===== src/rtl/bpc_pkg.sv =====
package bpc_pkg;
    typedef enum logic {
        PH_IDLE = 1'b0,
        PH_BUSY = 1'b1
    } phase_state_t;

    typedef enum logic [1:0] {
        PE_OFF  = 2'd0,
        PE_LOW  = 2'd1,
        PE_HIGH = 2'd2
    } perr_state_t;
endpackage


===== src/rtl/bpc_gen.sv =====
module bpc_gen #(
    parameter int BITS_W = 36
) (
    input  logic              clk,
    input  logic              rst,
    input  logic [BITS_W-1:0] bits,
    input  logic              drive,
    output logic              par_out,
    output logic              par_oe
);
    always_ff @(posedge clk) begin
        if (rst) begin
            par_out <= 1'b0;
            par_oe  <= 1'b0;
        end else begin
            par_out <= ^bits;
            par_oe  <= drive;
        end
    end
endmodule


===== src/rtl/bpc_phase.sv =====
module bpc_phase
    import bpc_pkg::*;
(
    input  logic clk,
    input  logic rst,
    input  logic frame_n,
    input  logic irdy_n,
    input  logic trdy_n,
    output logic addr_phase,
    output logic data_xfer
);
    phase_state_t state_q, state_d;

    always_ff @(posedge clk) begin
        if (rst) state_q <= PH_IDLE;
        else     state_q <= state_d;
    end

    always_comb begin
        state_d = state_q;
        unique case (state_q)
            PH_IDLE: state_d = frame_n ? PH_IDLE : PH_BUSY;
            PH_BUSY: state_d = (frame_n && irdy_n) ? PH_IDLE : PH_BUSY;
            default: state_d = PH_IDLE;
        endcase
    end

    always_comb begin
        addr_phase = (state_q == PH_IDLE) && !frame_n;
        data_xfer  = !addr_phase && !irdy_n && !trdy_n;
    end
endmodule


===== src/rtl/bpc_check.sv =====
module bpc_check #(
    parameter int BITS_W = 36
) (
    input  logic              clk,
    input  logic              rst,
    input  logic [BITS_W-1:0] bits,
    input  logic              cap_addr,
    input  logic              cap_data,
    input  logic              par_in,
    output logic              data_err,
    output logic              addr_err
);
    logic exp_q;
    logic pend_a_q;
    logic pend_d_q;
    logic mism;

    assign mism     = exp_q ^ par_in;
    assign data_err = pend_d_q && mism;

    always_ff @(posedge clk) begin
        if (rst) begin
            exp_q    <= 1'b0;
            pend_a_q <= 1'b0;
            pend_d_q <= 1'b0;
            addr_err <= 1'b0;
        end else begin
            exp_q    <= ^bits;
            pend_a_q <= cap_addr;
            pend_d_q <= cap_data;
            addr_err <= pend_a_q && mism;
        end
    end
endmodule


===== src/rtl/bpc_perr.sv =====
module bpc_perr
    import bpc_pkg::*;
(
    input  logic clk,
    input  logic rst,
    input  logic data_err,
    output logic perr_n,
    output logic perr_oe
);
    perr_state_t state_q, state_d;

    always_ff @(posedge clk) begin
        if (rst) state_q <= PE_OFF;
        else     state_q <= state_d;
    end

    always_comb begin
        state_d = state_q;
        unique case (state_q)
            PE_OFF:  state_d = data_err ? PE_LOW : PE_OFF;
            PE_LOW:  state_d = data_err ? PE_LOW : PE_HIGH;
            PE_HIGH: state_d = data_err ? PE_LOW : PE_OFF;
            default: state_d = PE_OFF;
        endcase
    end

    always_comb begin
        perr_oe = (state_q != PE_OFF);
        perr_n  = (state_q != PE_LOW);
    end

    // a low cycle without a new error is followed by one high-drive cycle
    assert_high_before_release_R5: assert property (@(posedge clk) disable iff (rst)
        (perr_oe && !perr_n && !data_err) |=> (perr_oe && perr_n));

    // the high-drive cycle without a new error ends in release
    assert_release_after_high_R5: assert property (@(posedge clk) disable iff (rst)
        (perr_oe && perr_n && !data_err) |=> !perr_oe);
endmodule


===== src/rtl/busparity_unit.sv =====
module busparity_unit #(
    parameter int AD_W  = 32,
    parameter int CBE_W = 4
) (
    input  logic             clk,
    input  logic             rst,
    input  logic             own_drive,
    input  logic [AD_W-1:0]  ad_bus,
    input  logic [CBE_W-1:0] cbe_bus,
    input  logic             frame_n,
    input  logic             irdy_n,
    input  logic             trdy_n,
    input  logic             rx_active,
    input  logic             par_in,
    output logic             par_out,
    output logic             par_oe,
    output logic             perr_n,
    output logic             perr_oe,
    output logic             addr_err
);
    localparam int BITS_W = AD_W + CBE_W;

    logic [BITS_W-1:0] bits;
    logic addr_phase, data_xfer;
    logic cap_addr, cap_data;
    logic data_err;

    assign bits     = {cbe_bus, ad_bus};
    assign cap_addr = addr_phase && !own_drive;
    assign cap_data = data_xfer && rx_active;

    bpc_gen #(.BITS_W(BITS_W)) u_gen (
        .clk(clk), .rst(rst), .bits(bits), .drive(own_drive),
        .par_out(par_out), .par_oe(par_oe)
    );

    bpc_phase u_phase (
        .clk(clk), .rst(rst), .frame_n(frame_n), .irdy_n(irdy_n), .trdy_n(trdy_n),
        .addr_phase(addr_phase), .data_xfer(data_xfer)
    );

    bpc_check #(.BITS_W(BITS_W)) u_check (
        .clk(clk), .rst(rst), .bits(bits), .cap_addr(cap_addr), .cap_data(cap_data),
        .par_in(par_in), .data_err(data_err), .addr_err(addr_err)
    );

    bpc_perr u_perr (
        .clk(clk), .rst(rst), .data_err(data_err),
        .perr_n(perr_n), .perr_oe(perr_oe)
    );

    // parity driver is released one cycle after the address/data drivers
    assert_par_release_lag_R2: assert property (@(posedge clk) disable iff (rst)
        $fell(par_oe) |-> (!$past(own_drive) && $past(own_drive, 2)));

    // a low error line always traces back to a received transfer two edges earlier
    assert_perr_has_cause_R4: assert property (@(posedge clk) disable iff (rst)
        (perr_oe && !perr_n) |-> $past(!irdy_n && !trdy_n && rx_active, 2));

    // an address error never drives the data error line low
    assert_addr_err_separate_R3: assert property (@(posedge clk) disable iff (rst)
        addr_err |-> !(perr_oe && !perr_n));

    // an address error needs an address cycle not driven by this agent
    assert_no_own_addr_check_R9: assert property (@(posedge clk) disable iff (rst)
        addr_err |-> ($past(!own_drive, 2) && $past(!frame_n, 2)));
endmodule


===== config.mk =====
export PLATFORM = sky130hd
export DESIGN_NAME = busparity_unit
export DESIGN_NICKNAME = d
export VERILOG_FILES = /design/src/rtl/bpc_pkg.sv /design/src/rtl/bpc_gen.sv /design/src/rtl/bpc_phase.sv /design/src/rtl/bpc_check.sv /design/src/rtl/bpc_perr.sv /design/src/rtl/busparity_unit.sv
export SDC_FILE = /design/constraint.sdc
export NUM_CORES = 1
export LEC_CHECK = 0
export ABC_AREA = 1
export CORE_UTILIZATION = 40
export CTS_BUF_LIST = sky130_fd_sc_hd__clkbuf_8
export DETAILED_ROUTE_END_ITERATION = 7
export GPL_TIMING_DRIVEN = 0
export HOLD_SLACK_MARGIN = 0.06
export PLACE_DENSITY = 0.83
export SYNTH_ARGS = -nofsm -noshare
export SYNTH_HDL_FRONTEND = slang
export SYNTH_SLANG_ARGS = --single-unit

===== constraint.sdc =====
create_clock -name clk -period 1.1 [get_ports clk]
set_input_delay 0.33 -clock clk [delete_from_list [all_inputs] [get_ports clk]]
set_output_delay 0.33 -clock clk [all_outputs]
set_load 0.05 [all_outputs]

==> impl_results.html, run 1 <==
<table>
<tr><th>Metric</th><th>Value</th></tr>
<tr><th colspan="2">Placed design</th></tr>
<tr><td>PortBufs</td><td>48</td></tr>
<tr><td>Placed insts</td><td>334</td></tr>
<tr><td>Routability congestion estimate</td><td>0.734</td></tr>
<tr><td>Half-perimeter wire length after detailed placement</td><td>2.03 mm</td></tr>
<tr><td>Dpl cell area</td><td>1680 um2</td></tr>
<tr><td>Post-placement setup slack</td><td>-0.763 ns</td></tr>
<tr><th colspan="2">Clock network</th></tr>
<tr><td>Number of buffers on the longest clock path</td><td>2</td></tr>
<tr><td>Number of levels the H-tree was split into</td><td>1</td></tr>
<tr><td>Master cell of the clock root buffer</td><td>clkbuf_8</td></tr>
<tr><td>Total number of clock tree sinks</td><td>8</td></tr>
<tr><td>Number of buffers created by CTS</td><td>3</td></tr>
<tr><td>Clock slew at the register clock pins of the worst setup and hold paths</td><td>0.04 ns</td></tr>
<tr><td>Number of hold buffers added after cts</td><td>0</td></tr>
<tr><td>Clock tree from TritonCTS</td><td>done</td></tr>
<tr><td>Insertion delay to the later sink of the worst-skew pair</td><td>0.23 ns</td></tr>
<tr><th colspan="2">Logic synthesis</th></tr>
<tr><td>Async set-reset flop share out of synthesis</td><td>0</td></tr>
<tr><td>Post-Synth Adder-Cell Area</td><td>0</td></tr>
<tr><td>Combinational family with the most area after synthesis</td><td>simple AND/OR/NAND/NOR gates</td></tr>
<tr><td>Cell variety after synth</td><td>15</td></tr>
<tr><td>Netlist area before placement</td><td>1150 um2</td></tr>
<tr><td>Proportion of synthesized area in mux cells</td><td>0</td></tr>
<tr><td>Post-synthesis cell count</td><td>255</td></tr>
<tr><td>Compound-cell area share of the yosys netlist</td><td>0.0152</td></tr>
<tr><td>Warnings, synthesis</td><td>0</td></tr>
<tr><td>Flops &amp; latches, synth</td><td>8</td></tr>
<tr><td>Parity-gate share of the synthesized area counting xor and xnor cells</td><td>0.0304</td></tr>
<tr><td>Synthesized area per cell</td><td>4.51 um2</td></tr>
<tr><td>Post-synth EDFFs</td><td>0</td></tr>
<tr><td>Simple-gate share of the synthesized area</td><td>0.672</td></tr>
<tr><td>Sequential cell area fraction in the yosys report</td><td>0.139</td></tr>
<tr><td>Syn_nets</td><td>299</td></tr>
<tr><td>Most frequently used flop master after synthesis</td><td>dfxtp_1</td></tr>
<tr><th colspan="2">STA</th></tr>
<tr><td>Setup repair after global routing missed its margin</td><td>yes</td></tr>
<tr><td>Setup TNS Final</td><td>-0.326 ns</td></tr>
<tr><td>Highest clock frequency the design can meet</td><td>792 MHz</td></tr>
<tr><td>Tightest slew margin relative to the limit</td><td>0.817</td></tr>
<tr><td>Final Max Tran Viols</td><td>0</td></tr>
<tr><td>Minimum hold slack</td><td>0.429 ns</td></tr>
<tr><td>Clock Skew</td><td>0.00362 ns</td></tr>
<tr><td>Part of the cycle the worst path needs</td><td>1.15</td></tr>
<tr><td>Slew of the pin with the lowest slew margin</td><td>0.273 ns</td></tr>
<tr><td>Final hold viol count</td><td>0</td></tr>
<tr><td>Setup violations, final</td><td>3</td></tr>
<tr><td>Post-layout min period</td><td>1.26 ns</td></tr>
<tr><td>Slack of the critical path</td><td>-0.162 ns</td></tr>
<tr><th colspan="2">Pwr</th></tr>
<tr><td>Net Sw Frac</td><td>0.378</td></tr>
<tr><td>Clk network pwr share</td><td>0.253</td></tr>
<tr><td>Post-layout total power</td><td>1.36 mW</td></tr>
<tr><td>Sequential share of power</td><td>0.232</td></tr>
<tr><td>Ratio of total power to cell area</td><td>763 nW/um2</td></tr>
<tr><td>Static power due to leakage</td><td>1.10 nW</td></tr>
<tr><td>Cell-internal power</td><td>846 uW</td></tr>
<tr><td>Switching power of the nets</td><td>514 uW</td></tr>
<tr><td>Relative contribution of combinational cells to total power</td><td>0.515</td></tr>
<tr><td>Maximum ir drop on the vdd rail</td><td>0.982 mV</td></tr>
<tr><th colspan="2">Finish</th></tr>
<tr><td>Count of placed standard cells in the final layout, fillers left out</td><td>339</td></tr>
<tr><td>Utilization after layout</td><td>0.652</td></tr>
<tr><td>Area Growth Syn to Fin</td><td>54.8%</td></tr>
<tr><td>Area occupied by multi-input gates</td><td>952 um2</td></tr>
<tr><td>ANT cells</td><td>0</td></tr>
<tr><td>Number of nets in the final layout</td><td>354</td></tr>
<tr><td>Final std cell area, no fill</td><td>1780 um2</td></tr>
<tr><td>Layout fillers</td><td>281</td></tr>
<tr><td>Sequential cell area in the final layout</td><td>163 um2</td></tr>
<tr><td>Layout cells sized above 1</td><td>0.412</td></tr>
<tr><th colspan="2">Critical path</th></tr>
<tr><td>List of cells traversed by the critical path</td><td>or2_4 -&gt; buf_8</td></tr>
<tr><td>Cell at the slowest stage of the critical path</td><td>dfxtp_2</td></tr>
<tr><td>Startpoint-to-endpoint class of the critical path</td><td>reg -&gt; out</td></tr>
<tr><td>Number of cells on the critical path</td><td>2</td></tr>
<tr><td>Worst path arrival time</td><td>0.93 ns</td></tr>
<tr><td>Setup crit start</td><td>u_perr.state_q[0]</td></tr>
<tr><td>Worst EP required</td><td>0.77 ns</td></tr>
<tr><td>Crit path launch type</td><td>register</td></tr>
<tr><td>Register-to-Register Path Depth</td><td>3</td></tr>
<tr><td>Startpoint of the worst-slack reg-to-reg timing path</td><td>u_perr.state_q[0]</td></tr>
<tr><td>Endpoint of the worst register-to-register path</td><td>u_perr.state_q[0]</td></tr>
<tr><td>Bufs and invs on worst path</td><td>1</td></tr>
<tr><td>End point of the critical path</td><td>perr_oe</td></tr>
<tr><td>R2R setup slack</td><td>0.23 ns</td></tr>
<tr><td>Delay-heaviest family, CP</td><td>flip-flops</td></tr>
<tr><td>CP Capture Type</td><td>output pin</td></tr>
<tr><td>Longest individual stage delay on the worst path</td><td>0.31 ns</td></tr>
<tr><td>Maximum fanout along the worst path</td><td>2</td></tr>
<tr><th colspan="2">Detailed routing</th></tr>
<tr><td>Vias per cell</td><td>4.48</td></tr>
<tr><td>Post-DR wirelength/cell</td><td>7.52 um</td></tr>
<tr><td>Total wirelength of the detailed-routed design</td><td>2.55 mm</td></tr>
<tr><td>Drt first-iter violations</td><td>32</td></tr>
<tr><td>Antenna Nets Post-Route</td><td>0</td></tr>
<tr><td>DRC violation count after routing</td><td>0</td></tr>
<tr><td>Number of search-and-repair iterations in the first detailed-routing pass</td><td>6</td></tr>
<tr><td>Via count</td><td>1518</td></tr>
<tr><th colspan="2">Global routing</th></tr>
<tr><td>Initial antenna violation count</td><td>0</td></tr>
<tr><td>Total gr overflow</td><td>0</td></tr>
<tr><td>Wire length of the first global-routing pass</td><td>4.34 mm</td></tr>
<tr><td>Via count of the first global-routing pass</td><td>1247</td></tr>
<tr><td>Largest net degree at the start of global routing</td><td>6</td></tr>
<tr><td>Total GRT Usage</td><td>0.163</td></tr>
<tr><th colspan="2">Die</th></tr>
<tr><td>Die Area</td><td>3100 um2</td></tr>
<tr><td>Die Y-Extent</td><td>55.6 um</td></tr>
<tr><td>Die width</td><td>55.6 um</td></tr>
<tr><td>Number of I/O pins</td><td>49</td></tr>
<tr><td>Starting Density</td><td>0.421</td></tr>
<tr><td>FP Rows</td><td>19</td></tr>
<tr><td>Placeable core area</td><td>2730 um2</td></tr>
<tr><th colspan="2">Flow run</th></tr>
<tr><td>Count of maximum capacitance violations</td><td>0</td></tr>
<tr><th colspan="2">Run status</th></tr>
<tr><td>Failing checks</td><td>negative setup slack</td></tr>
<tr><td>Run status</td><td>finished with violations</td></tr>
<tr><th colspan="2">Hold path</th></tr>
<tr><td>Worst hold path type</td><td>reg -&gt; reg</td></tr>
</table>
cells in the final DEF (no fill, tap or decap), types with 3 or more instances in the layout:
| master | instances |
|---|---|
| buf_6 | 13 |
| dlygate4sd2_1 | 4 |
| buf_8 | 3 |
| nand2_2 | 41 |
| nor2_1 | 4 |
| buf_4 | 4 |
| xnor2_1 | 4 |
| inv_2 | 34 |
| buf_2 | 19 |
| inv_1 | 10 |
| nand2_1 | 139 |
| clkbuf_8 | 3 |
| dfxtp_1 | 6 |
| clkdlybuf4s50_1 | 7 |
cell families after synthesis:
family / after synthesis
xor+xnor: 4
compound gates: 3
flops: 8
simple gates: 196
buf+inv: 44
power groups by stage:
stage | clock network [mW] | registers (mW) | logic (mW)
floorplan | 0 | 0.352 | 0.359
global placement | 0 | 0.319 | 0.636
detailed placement | 0 | 0.319 | 0.648
CTS | 0.351 | 0.314 | 0.666
global route | 0.371 | 0.317 | 0.785
finish | 0.344 | 0.315 | 0.700
how the worst min path moves through the flow:
stage,cells after the start,slack (ns),endpoint,from
final,2,0.43,u_check.addr_err,u_check.pend_a_q
after global routing,1,0.46,u_perr.state_q[0],u_perr.state_q[1]
after CTS,2,0.43,u_check.addr_err,u_check.pend_a_q
after detailed placement,2,0.43,u_check.addr_err,u_check.pend_a_q
after global placement,2,0.42,u_check.addr_err,u_check.pend_a_q
after floorplan,1,0.40,u_phase.state_q,rst
cell type report:
class,instances,area share
multi-input cells,203,0.534
repair buffers,50,0.237
inverters,44,0.0927
flip-flops and latches,8,0.0913
clock buffers,3,0.0232
well taps,31,0.0218
state kept, by name, indices dropped and copies added (netlist names):
name / cells
u_check.addr_err: 1
u_check.exp_q: 1
u_check.pend_a_q: 1
u_check.pend_d_q: 1
u_gen.par_oe: 1
u_perr.state_q: 2
u_phase.state_q: 1
metal layers:
layer	vias up	track usage	wire length, um
met3	2	0.0209	92
li1	845	-	-
met5	-	0	0
met2	30	0.337	1370
met4	0	0.0214	10
met1	641	0.176	1080
cells in the mapped netlist (2+ instances only):
cell type | count | area [um2]
xnor2_1 | 4 | 35.0
nor4_1 | 2 | 12.5
nand3_1 | 3 | 15.0
a21oi_1 | 2 | 10.0
nand2_2 | 6 | 37.5
nand2_1 | 176 | 661
nor2_1 | 5 | 18.8
inv_2 | 6 | 22.5
inv_1 | 38 | 143
dfxtp_1 | 8 | 160
worst register-to-register path, stage by stage (launching register included):
cell and delay, ns:
dfxtp_2 0.31, buf_4 0.13, buf_4 0.13, a211oi_1 0.21
what timing repair did:
action | in CTS | in global routing
resized for setup | 232 | 20
endpoints found under the setup margin | 6 | 6
setup buffers | 1 | 1
pin swaps | 67 | 24
Note: power is estimated with default switching activity, not from simulation.
==> run 2: changes to the inputs <==
Settings changed: GPL_ROUTABILITY_DRIVEN set to 0.
==> results of run 2 <==
No change in the layout: final DEF, timing and power equal those of run 1.
==> run 3: changes to the inputs <==
Settings changed: CTS_CLUSTER_DIAMETER set to 200.
==> results of run 3 <==
No change in the layout: final DEF, timing and power equal those of run 1.
